## config.mk

```make
export PLATFORM = sky130hd
export DESIGN_NAME = dram_bank_sched
export DESIGN_NICKNAME = d
export VERILOG_FILES = /design/src/rtl/dram_bank_pkg.sv /design/src/rtl/bank_timer.sv /design/src/rtl/bank_store.sv /design/src/rtl/dram_bank_sched.sv
export SDC_FILE = /design/constraint.sdc
export NUM_CORES = 1
export LEC_CHECK = 0
export CELL_PAD_IN_SITES_DETAIL_PLACEMENT = 1
export CELL_PAD_IN_SITES_GLOBAL_PLACEMENT = 2
export CORE_MARGIN = 2
export CORE_UTILIZATION = 53
export DETAILED_ROUTE_END_ITERATION = 12
export DONT_BUFFER_PORTS = 1
export GPL_ROUTABILITY_DRIVEN = 0
export PLACE_DENSITY = 0.95
export SYNTH_ARGS = -nofsm -noshare
export SYNTH_HDL_FRONTEND = slang
export SYNTH_SLANG_ARGS = --single-unit
```

## constraint.sdc

```tcl
create_clock -name clk_i -period 6.95 [get_ports clk_i]
set_clock_uncertainty 0.2 [all_clocks]
set_input_delay 1.0425 -clock clk_i [delete_from_list [all_inputs] [get_ports clk_i]]
set_output_delay 1.0425 -clock clk_i [all_outputs]
set_load 0.01 [all_outputs]
```

## src/rtl/dram_bank_pkg.sv

```systemverilog
package dram_bank_pkg;

  typedef enum logic [2:0] {
    CMD_NOP = 3'd0,
    CMD_ACT = 3'd1,
    CMD_RD  = 3'd2,
    CMD_WR  = 3'd3,
    CMD_PRE = 3'd4,
    CMD_REF = 3'd5,
    CMD_SRE = 3'd6,
    CMD_SRX = 3'd7
  } bank_cmd_e;

  typedef enum logic [2:0] {
    ST_IDLE,
    ST_ACT_WAIT,
    ST_ACCESS,
    ST_PRE,
    ST_PRE_WAIT,
    ST_REF_WAIT,
    ST_SELF_REF,
    ST_SRX_WAIT
  } bank_state_e;

endpackage

```

## src/rtl/bank_timer.sv

```systemverilog
module bank_timer #(
  parameter int CNT_W = 4
) (
  input  logic             clk_i,
  input  logic             rst_ni,
  input  logic             load_i,
  input  logic [CNT_W-1:0] load_val_i,
  output logic             done_o
);

  logic [CNT_W-1:0] cnt_q;

  always_ff @(posedge clk_i or negedge rst_ni) begin
    if (!rst_ni)             cnt_q <= '0;
    else if (load_i)         cnt_q <= load_val_i;
    else if (cnt_q != '0)    cnt_q <= cnt_q - CNT_W'(1);
  end

  assign done_o = (cnt_q == '0);

endmodule

```

## src/rtl/bank_store.sv

```systemverilog
module bank_store #(
  parameter int ADDR_W = 4,
  parameter int DATA_W = 16
) (
  input  logic              clk_i,
  input  logic              rst_ni,
  input  logic              we_i,
  input  logic              re_i,
  input  logic [ADDR_W-1:0] addr_i,
  input  logic [DATA_W-1:0] wdata_i,
  output logic [DATA_W-1:0] rdata_o
);

  localparam int DEPTH = 1 << ADDR_W;

  logic [DATA_W-1:0] mem_q [DEPTH];

  always_ff @(posedge clk_i) begin
    if (we_i) mem_q[addr_i] <= wdata_i;
  end

  always_ff @(posedge clk_i or negedge rst_ni) begin
    if (!rst_ni)   rdata_o <= '0;
    else if (re_i) rdata_o <= mem_q[addr_i];
  end

endmodule

```

## src/rtl/dram_bank_sched.sv

```systemverilog
module dram_bank_sched
  import dram_bank_pkg::*;
#(
  parameter int ADDR_W = 4,
  parameter int DATA_W = 16,
  parameter int T_RCD  = 3,
  parameter int T_RP   = 2,
  parameter int T_RFC  = 6,
  parameter int T_XS   = 4
) (
  input  logic              clk_i,
  input  logic              rst_ni,
  input  logic              req_valid_i,
  output logic              req_ready_o,
  input  logic              req_write_i,
  input  logic [ADDR_W-1:0] req_addr_i,
  input  logic [DATA_W-1:0] req_wdata_i,
  output logic              resp_valid_o,
  output logic              resp_write_o,
  output logic [DATA_W-1:0] resp_rdata_o,
  input  logic              ref_req_i,
  input  logic              sr_enter_i,
  input  logic              sr_exit_i,
  output logic [2:0]        cmd_o
);

  localparam int T_A   = (T_RCD > T_RP) ? T_RCD : T_RP;
  localparam int T_B   = (T_RFC > T_XS) ? T_RFC : T_XS;
  localparam int T_MAX = (T_A > T_B) ? T_A : T_B;
  localparam int CNT_W = $clog2(T_MAX + 1);

  bank_state_e       state_q, state_d;
  bank_cmd_e         cmd;
  logic              wr_q;
  logic [ADDR_W-1:0] addr_q;
  logic [DATA_W-1:0] data_q;
  logic              ref_pend_q, ref_any, ref_clr;
  logic              resp_q, resp_wr_q, resp_set;
  logic              accept, ready;
  logic              tmr_load, tmr_done;
  logic [CNT_W-1:0]  tmr_val;
  logic              store_we, store_re;

  assign ref_any = ref_pend_q | ref_req_i;

  always_comb begin
    state_d  = state_q;
    cmd      = CMD_NOP;
    tmr_load = 1'b0;
    tmr_val  = '0;
    ready    = 1'b0;
    accept   = 1'b0;
    store_we = 1'b0;
    store_re = 1'b0;
    ref_clr  = 1'b0;
    resp_set = 1'b0;
    unique case (state_q)
      ST_IDLE: begin
        if (ref_any) begin
          cmd      = CMD_REF;
          ref_clr  = 1'b1;
          tmr_load = 1'b1;
          tmr_val  = CNT_W'(T_RFC - 2);
          state_d  = ST_REF_WAIT;
        end else if (sr_enter_i) begin
          cmd     = CMD_SRE;
          state_d = ST_SELF_REF;
        end else begin
          ready = 1'b1;
          if (req_valid_i) begin
            accept   = 1'b1;
            cmd      = CMD_ACT;
            tmr_load = 1'b1;
            tmr_val  = CNT_W'(T_RCD - 2);
            state_d  = ST_ACT_WAIT;
          end
        end
      end
      ST_ACT_WAIT: if (tmr_done) state_d = ST_ACCESS;
      ST_ACCESS: begin
        cmd      = wr_q ? CMD_WR : CMD_RD;
        store_we = wr_q;
        store_re = !wr_q;
        state_d  = ST_PRE;
      end
      ST_PRE: begin
        cmd      = CMD_PRE;
        tmr_load = 1'b1;
        tmr_val  = CNT_W'(T_RP - 2);
        state_d  = ST_PRE_WAIT;
      end
      ST_PRE_WAIT: if (tmr_done) begin
        resp_set = 1'b1;
        state_d  = ST_IDLE;
      end
      ST_REF_WAIT: if (tmr_done) state_d = ST_IDLE;
      ST_SELF_REF: if (sr_exit_i) begin
        cmd      = CMD_SRX;
        tmr_load = 1'b1;
        tmr_val  = CNT_W'(T_XS - 2);
        state_d  = ST_SRX_WAIT;
      end
      ST_SRX_WAIT: if (tmr_done) state_d = ST_IDLE;
      default: state_d = ST_IDLE;
    endcase
  end

  always_ff @(posedge clk_i or negedge rst_ni) begin
    if (!rst_ni) begin
      state_q    <= ST_IDLE;
      wr_q       <= 1'b0;
      addr_q     <= '0;
      data_q     <= '0;
      ref_pend_q <= 1'b0;
      resp_q     <= 1'b0;
      resp_wr_q  <= 1'b0;
    end else begin
      state_q <= state_d;
      resp_q  <= resp_set;
      if (resp_set) resp_wr_q <= wr_q;
      if (accept) begin
        wr_q   <= req_write_i;
        addr_q <= req_addr_i;
        data_q <= req_wdata_i;
      end
      // self-refresh covers refresh internally: drop requests there
      if (ref_clr)
        ref_pend_q <= 1'b0;
      else if (state_q == ST_SELF_REF || state_q == ST_SRX_WAIT)
        ref_pend_q <= 1'b0;
      else if (ref_req_i)
        ref_pend_q <= 1'b1;
    end
  end

  bank_timer #(.CNT_W(CNT_W)) u_timer (
    .clk_i     (clk_i),
    .rst_ni    (rst_ni),
    .load_i    (tmr_load),
    .load_val_i(tmr_val),
    .done_o    (tmr_done)
  );

  bank_store #(.ADDR_W(ADDR_W), .DATA_W(DATA_W)) u_store (
    .clk_i  (clk_i),
    .rst_ni (rst_ni),
    .we_i   (store_we),
    .re_i   (store_re),
    .addr_i (addr_q),
    .wdata_i(data_q),
    .rdata_o(resp_rdata_o)
  );

  assign req_ready_o  = ready;
  assign resp_valid_o = resp_q;
  assign resp_write_o = resp_wr_q;
  assign cmd_o        = cmd;

endmodule

```

After elaboration in Yosys (flattened, before gate mapping)
Memories as Yosys holds them, arrays and structs flattened. A register that Yosys moved wholly into a read port is not among the register bits. Cells that the tools add are included.

Logic and storage cells: 72. Input port bits: 27. RAM bits: 256. Output and inout bits: 22. Memories kept: 1. Register bits: 30.

Muxes and demuxes: 40. Equality and inequality tests: 11. Add/subtract/negate cells: 1. Reductions and logical operators: 10. Bitwise logic cells: 1.

Memories: u_store.mem_q (words 16, width 16, rd ports 1, clocked after Yosys merged registers in 1, wr ports 1, RTL line bank_store.sv:16) `logic [DATA_W-1:0] mem_q [DEPTH];`.

Operators by type and width (count): 2-to-1 mux 3 bit (12); 2-to-1 mux 1 bit (23); case mux 3 bit (6 select lines) (1); equality test 3 bit, second input constant (4); case mux 3 bit (4 select lines) (1); equality test 3 x 2 -> 1 bit, second input constant (2); logical NOT 3 bit (2); case mux 3 bit (2 select lines) (1); nonzero test 3 bit (2); inequality test 2 bit, second input constant (2); inequality test 4 bit, second input constant (1); AND reduction 4 bit (1); equality test 3 x 1 -> 1 bit, second input constant (1); case mux 1 bit (3 select lines) (1); OR reduction 3 bit (1); subtractor 3 x 1 -> 3 bit, second input constant (1); logical NOT 1 bit (2); 2-to-1 mux 2 bit (1); inequality test 2 x 1 -> 1 bit, second input constant (1); nonzero test 2 bit (1); logical OR 1 bit (1); OR 1 bit (1).

Logic depth before layout (Yosys ltp)
Depth in word-level cells: 5. Gate-level depth with buffers: 7.

By module
From an unflattened synthesis, not the netlist that was laid out.

Cell total of the unflattened synthesis: 748. Area, all modules: 12061.6 µm².

Modules (own cells, without submodules): bank_store (instances 1, area each 10546.4 µm², cells an instance 575); dram_bank_sched (instances 1, area each 1313.8 µm², cells an instance 152); bank_timer (instances 1, area each 201.4 µm², cells an instance 21).

Worst setup path after synthesis
No wires, ideal clock.

Path kind: register to register. Start point: register addr_q[1]. End point: memory u_store.mem_q[0][0], enable pin. Required time: 6.341 ns. Setup time: 0.409 ns. Data arrival time: 2.391 ns. Stages on the path, launching flop included: 6. Slack: 3.950 ns. Path through: dfrtp_1 -> buf_2 -> buf_4 -> buf_2 -> or3_1 -> nor3_1.

RTL lines: start, declared (RTL line dram_bank_sched.sv:35) `logic [ADDR_W-1:0] addr_q;`; start signal, assigned (RTL line dram_bank_sched.sv:123) `addr_q <= req_addr_i;`; end, declared (RTL line bank_store.sv:16).

No word-level cell before the write port.

Worst setup path after layout
Start point: register state_q[2]. End point: output port cmd_o[2].

Word-level cells in the longest chain between the ends: 2.

Ends and longest elaborated chain: start, declared (RTL line dram_bank_sched.sv:32) `bank_state_e state_q, state_d;`; start signal, assigned (RTL line dram_bank_sched.sv:118) `state_q <= state_d;`; equality test 3 bit, or another cell as far along (RTL line dram_bank_sched.sv:57) `unique case (state_q)`; case mux 3 bit (4 select lines) * (RTL line dram_bank_sched.sv:57); end, declared (RTL line dram_bank_sched.sv:24) `output logic [2:0] cmd_o`.

Every way passes the cells marked *; elsewhere a longest branch is shown, timed or not.

==> results.sh <==
export IMPL_outcome="finished clean"
export IMPL_yosysTopAreaCell="edfxtp_1"
export IMPL_netlist_top_cells_area="edfxtp_1 (65%), dfrtp_1 (9.7%), mux4_2 (9.0%)"
export IMPL_wl_per_cell_um=30.9
export IMPL_antenna_cells=0
export IMPL_whs_ps=155
export IMPL_yosys_warnings=0
export IMPL_period_needed_ps=3240
export IMPL_postRouteAntennaNets=0
export IMPL_cts_htree_levels=1
export IMPL_post_synth_inst_count=613
export IMPL_avgSynthCellArea_um2=19.3
export IMPL_cp_start_kind="flip-flop"
export IMPL_ys_seq_area_share_pct=74.7
export IMPL_syn_to_final_growth_pct=12.0
export IMPL_cts_sinks=302
export IMPL_drv_cap=0
export IMPL_async_flop_share_pct=15.2
export IMPL_synth_seq_cells=302
export IMPL_end_kind="output port"
export IMPL_cellPowerDensity_mw_per_mm2=404
export IMPL_yosysMostFrequentCell="edfxtp_1"
export IMPL_required_ps=5710
export IMPL_num_rows=54
export IMPL_numPortBuffers=0
export IMPL_ys_top_cells_by_count="edfxtp_1 (256), mux4_2 (47), dfrtp_1 (46), mux2i_1 (35), nor2_1 (35)"
export IMPL_grt_use_total_pct=25.2
export IMPL_fin_area_mm2=0.0132
export IMPL_worst_slew_pin_slew_ps=1060
export IMPL_coreArea_mm2=0.0219
export IMPL_antenna_found_initial=0
export IMPL_grt_max_degree=55
export IMPL_via_per_inst=6.53
export IMPL_die_h_um=153
export IMPL_drtIter0Drc=627
export IMPL_slew_headroom_pct=29.3
export IMPL_crit_type="reg -> out"
export IMPL_dp_slack_ps=3840
export IMPL_cts_root_buf="clkbuf_16"
export IMPL_path_max_fanout=13
export IMPL_numCtsBuffers=29
export IMPL_placed_cell_area_mm2=0.0122
export IMPL_tns_ps=0
export IMPL_yosys_most_used_dff="edfxtp_1"
export IMPL_clk_latency_ps=550
export IMPL_vias=6085
export IMPL_grt_setup_unrepaired="false"
export IMPL_grt_pass1_wl_mm=43.4
export IMPL_dieArea_mm2=0.0235
export IMPL_cp_data_arrival_time_ps=2000
export IMPL_syn_area_mm2=0.0118
export IMPL_r2r_cells=3
export IMPL_ios=49
export IMPL_finalPower_w=0.00535
export IMPL_slew_viol_final=0
export IMPL_p_leak_nw=4.47
export IMPL_yosys_area_top_type_share_pct=65.0
export IMPL_hold_viol=0
export IMPL_grt_overflow_total=0
export IMPL_dr_pass1_iters=5
export IMPL_drt_wl_total_mm=28.8
export IMPL_nets=659
export IMPL_setup_ws_ps=3710
export IMPL_synth_edf_count=256
export IMPL_dp_hpwl_mm=17.1
export IMPL_max_freq_ghz=0.308
export IMPL_post_cts_resized=0
export IMPL_cts_buffer_depth=3
export IMPL_max_vdd_ir_drop_uv=278
export IMPL_syn_nets=642
export IMPL_die_x_um=153
export IMPL_netlist_cell_type_count=46
export IMPL_fin_crit_sh_pct=46.7
export IMPL_clk_pin_slew_ps=70
export IMPL_cts_tree="done"
export IMPL_start_util_pct=54.0
export IMPL_finalSetupViolations=0
export IMPL_drive_above_1_share_pct=25.9
export IMPL_drc=0
export IMPL_first_global_vias=6619
export IMPL_min_path_type="in -> async"
worst max-delay path, stage by stage (launching register included):
cell,delay (ps)
dfrtp_1,630
inv_1,220
or3_1,460
nand2_1,140
final cells by class:
type,count,area [um^2]
flip-flops and latches,302,8840
fillers,1883,8650
multi-input cells,267,2790
clock buffers,32,747
well taps,280,350
clock inverters,21,298
repair buffers,21,178
inverters,9,33.8
per-stage QoR:
| stage | std cells | util [%] |
|---|---|---|
| floorplan | 613 | - |
| global placement | 878 | 55.6 |
| detailed placement | 878 | 55.6 |
| CTS | 932 | 60.5 |
| global route | 932 | 60.5 |
| finish | 932 | 60.5 |
registers in the layout, indices dropped and copies added (netlist names):
name / cells
resp_valid_o: 1
data_q: 16
ref_pend_q: 1
state_q: 3
u_timer.cnt_q: 3
addr_q: 4
u_store.mem_q: 256
resp_write_o: 1
u_store.rdata_o: 16
wr_q: 1
what timing repair did:
action                    in CTS  in global routing
hold buffers                   1                  0
buffers inserted               0                  0
hold endpoints to repair      46                  0
report_power, final:
part / leakage (nW) / internal [W] / switching [W]
Clock: 0.498 / 0.00104 / 0.000690
Sequential: 2.90 / 0.00227 / 0.000410
Combinational: 1.08 / 0.000457 / 0.000486
Total: 4.47 / 0.00376 / 0.00159
worst paths after layout:
path,start,end,slack (ps)
max,state_q[2],cmd_o[2],3710
min reg2reg,resp_write_o,resp_write_o,390
min in group clk_i,resp_write_o,resp_write_o,390
min,rst_ni,addr_q[2],150
max in group asynchronous,rst_ni,addr_q[1],6130
max reg2reg,addr_q[1],u_store.mem_q[15][6],3850
kinds of logic (layout without fill, tap and decap cells):
logic type,Yosys count,in the layout,share of synthesized area [%]
flip-flops,302,302,74.7
multiplexers,106,106,14.8
AND/OR/NAND/NOR,86,86,3.56
AO/OA/AOI/OAI,71,71,4.62
buffers and inverters,44,83,1.90
adder cells (fa/ha/maj),3,3,0.296
XOR/XNOR,1,1,0.0741
cell usage in the layout, fill, tap and decap left out, drive strengths merged, types with 15 or more instances in the layout:
cell type	instances
nand2	24
edfxtp	256
mux2i	35
a22oi	15
nor2	35
mux4	47
buf	21
a31oi	15
clkbuf	32
o221a	15
mux2	24
dfrtp	46
layer usage:
| metal | global-route usage [%] | vias up | share of wire, % |
|---|---|---|---|
| li1 | - | 2498 | - |
| met5 | 0 | - | 0 |
| met4 | 9.87 | 0 | 3.9 |
| met1 | 32.8 | 3227 | 39 |
| met3 | 5.39 | 76 | 6.8 |
| met2 | 41.9 | 284 | 50 |
No activity file was read; power rests on OpenSTA's default activity.
